**src/rtl/bsp_pkg.sv**
```systemverilog
package bsp_pkg;

    localparam int STAT_W  = 8;
    localparam int LOW_W   = 3;
    localparam int LINE_CNT = 4;

    // index of each active-low strobe line in the edge bank
    typedef enum logic [1:0] {
        LN_WR  = 2'd0,
        LN_RD  = 2'd1,
        LN_ACK = 2'd2,
        LN_STB = 2'd3
    } line_e;

    typedef struct packed {
        logic rise;
        logic fall;
    } edge_t;

    typedef struct packed {
        logic obf_n;
        logic ibf;
        logic out_req;
        logic in_req;
    } flags_t;

    localparam flags_t FLAGS_IDLE = '{obf_n: 1'b1, ibf: 1'b0, out_req: 1'b0, in_req: 1'b0};

    // status byte layout: fixed, read by host software
    function automatic logic [STAT_W-1:0] pack_status(
        input flags_t          f,
        input logic            en_out,
        input logic            en_in,
        input logic            irq,
        input logic [LOW_W-1:0] low
    );
        return {f.obf_n, en_out, f.ibf, en_in, irq, low};
    endfunction

endpackage

```
**src/rtl/bsp_edge_bank.sv**
```systemverilog
module bsp_edge_bank
    import bsp_pkg::*;
#(
    parameter int N = LINE_CNT
) (
    input  logic         clk,
    input  logic         rst,
    input  logic [N-1:0] lines_n,
    output edge_t        edges [N]
);

    logic [N-1:0] prev_n;

    always_ff @(posedge clk) begin
        if (rst) prev_n <= '1;
        else     prev_n <= lines_n;
    end

    for (genvar g = 0; g < N; g++) begin : g_line
        always_comb begin
            edges[g].rise = ~prev_n[g] &  lines_n[g];
            edges[g].fall =  prev_n[g] & ~lines_n[g];
        end
    end

endmodule

```
**src/rtl/bsp_out_path.sv**
```systemverilog
module bsp_out_path #(
    parameter int DATA_W = 8
) (
    input  logic              clk,
    input  logic              rst,
    input  logic              clr,
    input  logic              wr_rise,
    input  logic              wr_fall,
    input  logic              ack_rise,
    input  logic              ack_fall,
    input  logic              ack_n,
    input  logic [DATA_W-1:0] wdata,
    output logic [DATA_W-1:0] latch,
    output logic              obf_n,
    output logic              out_req,
    output logic              drive
);

    always_ff @(posedge clk) begin
        if (rst) begin
            latch <= '0;
            drive <= 1'b0;
        end else begin
            drive <= ~ack_n;
            if (wr_rise) latch <= wdata;
        end
    end

    // full flag: a completed write beats an acknowledge in the same cycle
    always_ff @(posedge clk) begin
        if (rst || clr)    obf_n <= 1'b1;
        else if (wr_rise)  obf_n <= 1'b0;
        else if (ack_fall) obf_n <= 1'b1;
    end

    // request: cleared when the host starts the next write
    always_ff @(posedge clk) begin
        if (rst || clr)    out_req <= 1'b0;
        else if (wr_fall)  out_req <= 1'b0;
        else if (ack_rise) out_req <= 1'b1;
    end

endmodule

```
**src/rtl/bsp_in_path.sv**
```systemverilog
module bsp_in_path #(
    parameter int DATA_W = 8
) (
    input  logic              clk,
    input  logic              rst,
    input  logic              clr,
    input  logic              stb_n,
    input  logic              stb_fall,
    input  logic              stb_rise,
    input  logic              rd_fall,
    input  logic              rd_rise,
    input  logic [DATA_W-1:0] pin_in,
    output logic [DATA_W-1:0] latch,
    output logic              ibf,
    output logic              in_req
);

    // latch is transparent while the strobe is held low
    always_ff @(posedge clk) begin
        if (rst)         latch <= '0;
        else if (!stb_n) latch <= pin_in;
    end

    always_ff @(posedge clk) begin
        if (rst || clr)    ibf <= 1'b0;
        else if (stb_fall) ibf <= 1'b1;
        else if (rd_rise)  ibf <= 1'b0;
    end

    always_ff @(posedge clk) begin
        if (rst || clr)              in_req <= 1'b0;
        else if (rd_fall)            in_req <= 1'b0;
        else if (stb_rise && ibf)    in_req <= 1'b1;
    end

endmodule

```
**src/rtl/bsp_irq_merge.sv**
```systemverilog
module bsp_irq_merge #(
    parameter int SRC = 2
) (
    input  logic [SRC-1:0] req,
    input  logic [SRC-1:0] en,
    output logic           irq
);

    logic [SRC-1:0] gated;

    for (genvar g = 0; g < SRC; g++) begin : g_src
        assign gated[g] = req[g] & en[g];
    end

    assign irq = |gated;

endmodule

```
**src/rtl/bidir_strobe_port.sv**
```systemverilog
module bidir_strobe_port
    import bsp_pkg::*;
#(
    parameter int DATA_W = 8
) (
    input  logic              clk,
    input  logic              rst,
    input  logic              mode_enter,
    input  logic              host_wr_n,
    input  logic              host_rd_n,
    input  logic [DATA_W-1:0] host_wdata,
    output logic [DATA_W-1:0] host_rdata,
    input  logic              inte_out,
    input  logic              inte_in,
    input  logic              ack_n,
    input  logic              stb_n,
    input  logic [DATA_W-1:0] pin_in,
    output logic [DATA_W-1:0] pin_out,
    output logic              pin_oe,
    output logic              obf_n,
    output logic              ibf,
    output logic              intr,
    input  logic [LOW_W-1:0]  grp_b_low,
    output logic [STAT_W-1:0] status
);

    localparam int IRQ_SRC = 2;

    logic [LINE_CNT-1:0] lines_n;
    edge_t               edges [LINE_CNT];
    flags_t              flags;

    always_comb begin
        lines_n         = '1;
        lines_n[LN_WR]  = host_wr_n;
        lines_n[LN_RD]  = host_rd_n;
        lines_n[LN_ACK] = ack_n;
        lines_n[LN_STB] = stb_n;
    end

    bsp_edge_bank #(.N(LINE_CNT)) i_edges (
        .clk     (clk),
        .rst     (rst),
        .lines_n (lines_n),
        .edges   (edges)
    );

    bsp_out_path #(.DATA_W(DATA_W)) i_out (
        .clk      (clk),
        .rst      (rst),
        .clr      (mode_enter),
        .wr_rise  (edges[LN_WR].rise),
        .wr_fall  (edges[LN_WR].fall),
        .ack_rise (edges[LN_ACK].rise),
        .ack_fall (edges[LN_ACK].fall),
        .ack_n    (ack_n),
        .wdata    (host_wdata),
        .latch    (pin_out),
        .obf_n    (flags.obf_n),
        .out_req  (flags.out_req),
        .drive    (pin_oe)
    );

    bsp_in_path #(.DATA_W(DATA_W)) i_in (
        .clk      (clk),
        .rst      (rst),
        .clr      (mode_enter),
        .stb_n    (stb_n),
        .stb_fall (edges[LN_STB].fall),
        .stb_rise (edges[LN_STB].rise),
        .rd_fall  (edges[LN_RD].fall),
        .rd_rise  (edges[LN_RD].rise),
        .pin_in   (pin_in),
        .latch    (host_rdata),
        .ibf      (flags.ibf),
        .in_req   (flags.in_req)
    );

    bsp_irq_merge #(.SRC(IRQ_SRC)) i_irq (
        .req ({flags.in_req, flags.out_req}),
        .en  ({inte_in, inte_out}),
        .irq (intr)
    );

    assign obf_n  = flags.obf_n;
    assign ibf    = flags.ibf;
    assign status = pack_status(flags, inte_out, inte_in, intr, grp_b_low);

endmodule

```
**config.mk**
```make
export PLATFORM = sky130hd
export DESIGN_NAME = bidir_strobe_port
export DESIGN_NICKNAME = d
export VERILOG_FILES = /design/src/rtl/bsp_pkg.sv /design/src/rtl/bsp_edge_bank.sv /design/src/rtl/bsp_out_path.sv /design/src/rtl/bsp_in_path.sv /design/src/rtl/bsp_irq_merge.sv /design/src/rtl/bidir_strobe_port.sv
export SDC_FILE = /design/constraint.sdc
export NUM_CORES = 1
export LEC_CHECK = 0
export ABC_AREA = 1
export BUFFER_PORTS_ARGS = -buffer_cell sky130_fd_sc_hd__buf_4
export CORE_MARGIN = 3
export CORE_UTILIZATION = 28
export CTS_CLUSTER_DIAMETER = 80
export DETAILED_ROUTE_END_ITERATION = 16
export SLEW_MARGIN = 15
export SYNTH_ARGS = -nofsm -noshare
export SYNTH_HDL_FRONTEND = slang
export SYNTH_SLANG_ARGS = --single-unit
export TNS_END_PERCENT = 50
```
**constraint.sdc**
```tcl
create_clock -name clk -period 1 [get_ports clk]
set_clock_uncertainty 0.2 [all_clocks]
set_input_delay 0.1 -clock clk [delete_from_list [all_inputs] [get_ports clk]]
set_output_delay 0.1 -clock clk [all_outputs]
set_load 0.005 [all_outputs]
```
==> out/qor.yml <==
drive_gt1_share_pct: 50.8
critPathMaxFanout: 2
grt_max_degree: 19
rows: 21
grt_pass1_vias: 994
post-route-util_pct: 51.5
clkSinkCount: 25
firstDrtPassIters: 4
diodes: 0
ios: 56
start_util_pct: 29.6
worstSkewPairLatency_ns: 0.30
path_class: "flip-flop to output pin"
crit_required_ns: 0.70
cts_tree: "yes"
yosysWarnings: 0
syn_nets: 153
wl_um: 2580
syn_inst: 125
finalHoldViolCount: 21
final.setup.tns_ns: -5.81
cts_root_buffer: "clkbuf_4"
routedWlPerCell_um: 10.9
crit_start: "i_in.in_req"
grt_util_all_layers_pct: 12.0
maxCapViolCount: 0
use_met3_pct: 4.25
maxSlewViolCount: 0
violations: "hold timing, setup timing"
rsz0062_at_grt: "yes"
critPathCaptureType: "output pin"
critPathLaunchType: "flip-flop"
dr_total_vias: 983
htreeDepth: 1
period_share_pct: 130
busiest_layer: "met2"
gp_congestion: 0.722
finalCriticalPeriod_ns: 1.30
synth-seq-cells: 25
avgViaCountPerCell: 4.15
met2_usage_pct: 22.5
die_height_um: 66.1
drtAntennaViolNets: 0
die_area_um2: 4360
place_ws_ns: 0.00419
ys_types: 16
worst_slack_ns: -0.295
antenna_found_initial: 0
numPortBuffers: 49
seq_area_frac_synth_pct: 49.6
leakage_nw: 0.846
fillers: 330
powerDensity_nw_per_um2: 1100
finish.net_count: 220
final_cell_mix: "buf_4 (30), buf_6 (21), nor2_1 (20), nand2_1 (19), dfxtp_2 (18)"
path_clk_slew_ns: 0.12
fmax_ghz: 0.772
cp_data_arrival_time_ns: 1.00
power.total_w: 0.00194
synthesis.area_um2: 1010
drt_iter0_drc: 12
syn_area_per_cell_um2: 8.08
area_growth_pct: 74.3
die_w_um: 66.1
numCtsBuffers: 3
grt_pass1_wl_um: 4170
peakVddDrop_mv: 0.852
coreArea_um2: 3420
final_common_cell: "buf_4"
grt-ovfl-total: 0
min_from: "mode_enter"
worstReg2RegStart: "i_edges.prev_n[0]"
status: "complete, but fails checks"
holdWs_ns: -0.188
relSlewSlack_pct: 83.2
r2r_slack_ns: -0.11
hold_class: "input pin to flip-flop"
worstMarginPinSlew_ns: 0.251
drc: 0
dpl.hpwl_um: 1750
clk_path_buf_depth: 2
grtUsageMet1_pct: 13.3
setup-violations-final: 46
==> per-layer routing <==
metal,up-vias,wire length [um],part of all wire [%]
met5,-,0,0
met4,0,19,0.74
met3,2,199,7.7
met2,41,1290,50
met1,427,1070,41
li1,513,-,-
==> kinds of logic after synthesis <==
group | synth area share [%]
simple gates | 30.1
flops | 49.6
buf+inv | 12.8
compound gates | 7.56
==> cells in the mapped netlist (all sizes together) <==
| master | n | share of area, % |
|---|---|---|
| a21oi | 4 | 2.0 |
| dfxtp | 25 | 50 |
| a22o | 1 | 0.87 |
| nand3 | 1 | 0.50 |
| inv | 12 | 4.5 |
| buf | 11 | 8.3 |
| o21ai | 8 | 4.0 |
| nand2 | 20 | 7.4 |
| nor2 | 34 | 16 |
| o21bai | 1 | 0.74 |
| nand3b | 8 | 5.9 |
==> cell type report <==
type	instances	area (um2)	area share (%)
timing repair buffer	71	672	38.2
sequential	25	531	30.1
multi-input combinational	78	410	23.3
inverter	12	57.6	3.27
tap	46	57.6	3.27
clock buffer	4	26.3	1.49
timing repair inverter	1	6.26	0.355
==> per-stage QoR <==
| stage | instance area [um2] | instances | hold WS (ns) |
|---|---|---|---|
| global route | 1760 | 237 | -0.185 |
| CTS | 1670 | 235 | -0.177 |
| floorplan | 1010 | 125 | -0.0309 |
| finish | 1760 | 237 | -0.188 |
| global placement | 1350 | 209 | 0.0000346 |
| detailed placement | 1350 | 209 | 0.0000346 |
==> power breakdown <==
| part | internal (W) | switching (W) |
|---|---|---|
| sequential | 0.00105 | 0.0000427 |
| clock | 0.000156 | 0.000273 |
| combinational | 0.000258 | 0.000155 |
| total | 0.00147 | 0.000471 |
==> critical path, stage by stage (launching register included) <==
cell,delay [ns]
dfxtp_2,0.34
a22o_1,0.22
buf_4,0.14
==> repair_timing <==
item,4_1_cts,5_1_grt
endpoints found under the hold margin,25,24
cloned,0,2
pin swaps,1,7
resized for setup,28,34
setup endpoints to repair,27,46
hold buffers,20,1
setup buffers,2,1
==> registers in the layout, indices dropped and copies added, names as in the netlist <==
signal and cells:
i_out.out_req 1, i_in.latch 8, i_out.obf_n 1, i_out.drive 1, i_out.latch 8, i_edges.prev_n 4
i_in.ibf 1, i_in.in_req 1
==> path summary, 6_finish.rpt <==
check	to	cells after the start
setup / recovery	intr	2
setup reg to reg	i_out.latch[0]	4
hold / removal	i_out.obf_n	3
hold reg to reg	i_in.in_req	2
Note: power is estimated with default switching activity, not from simulation.
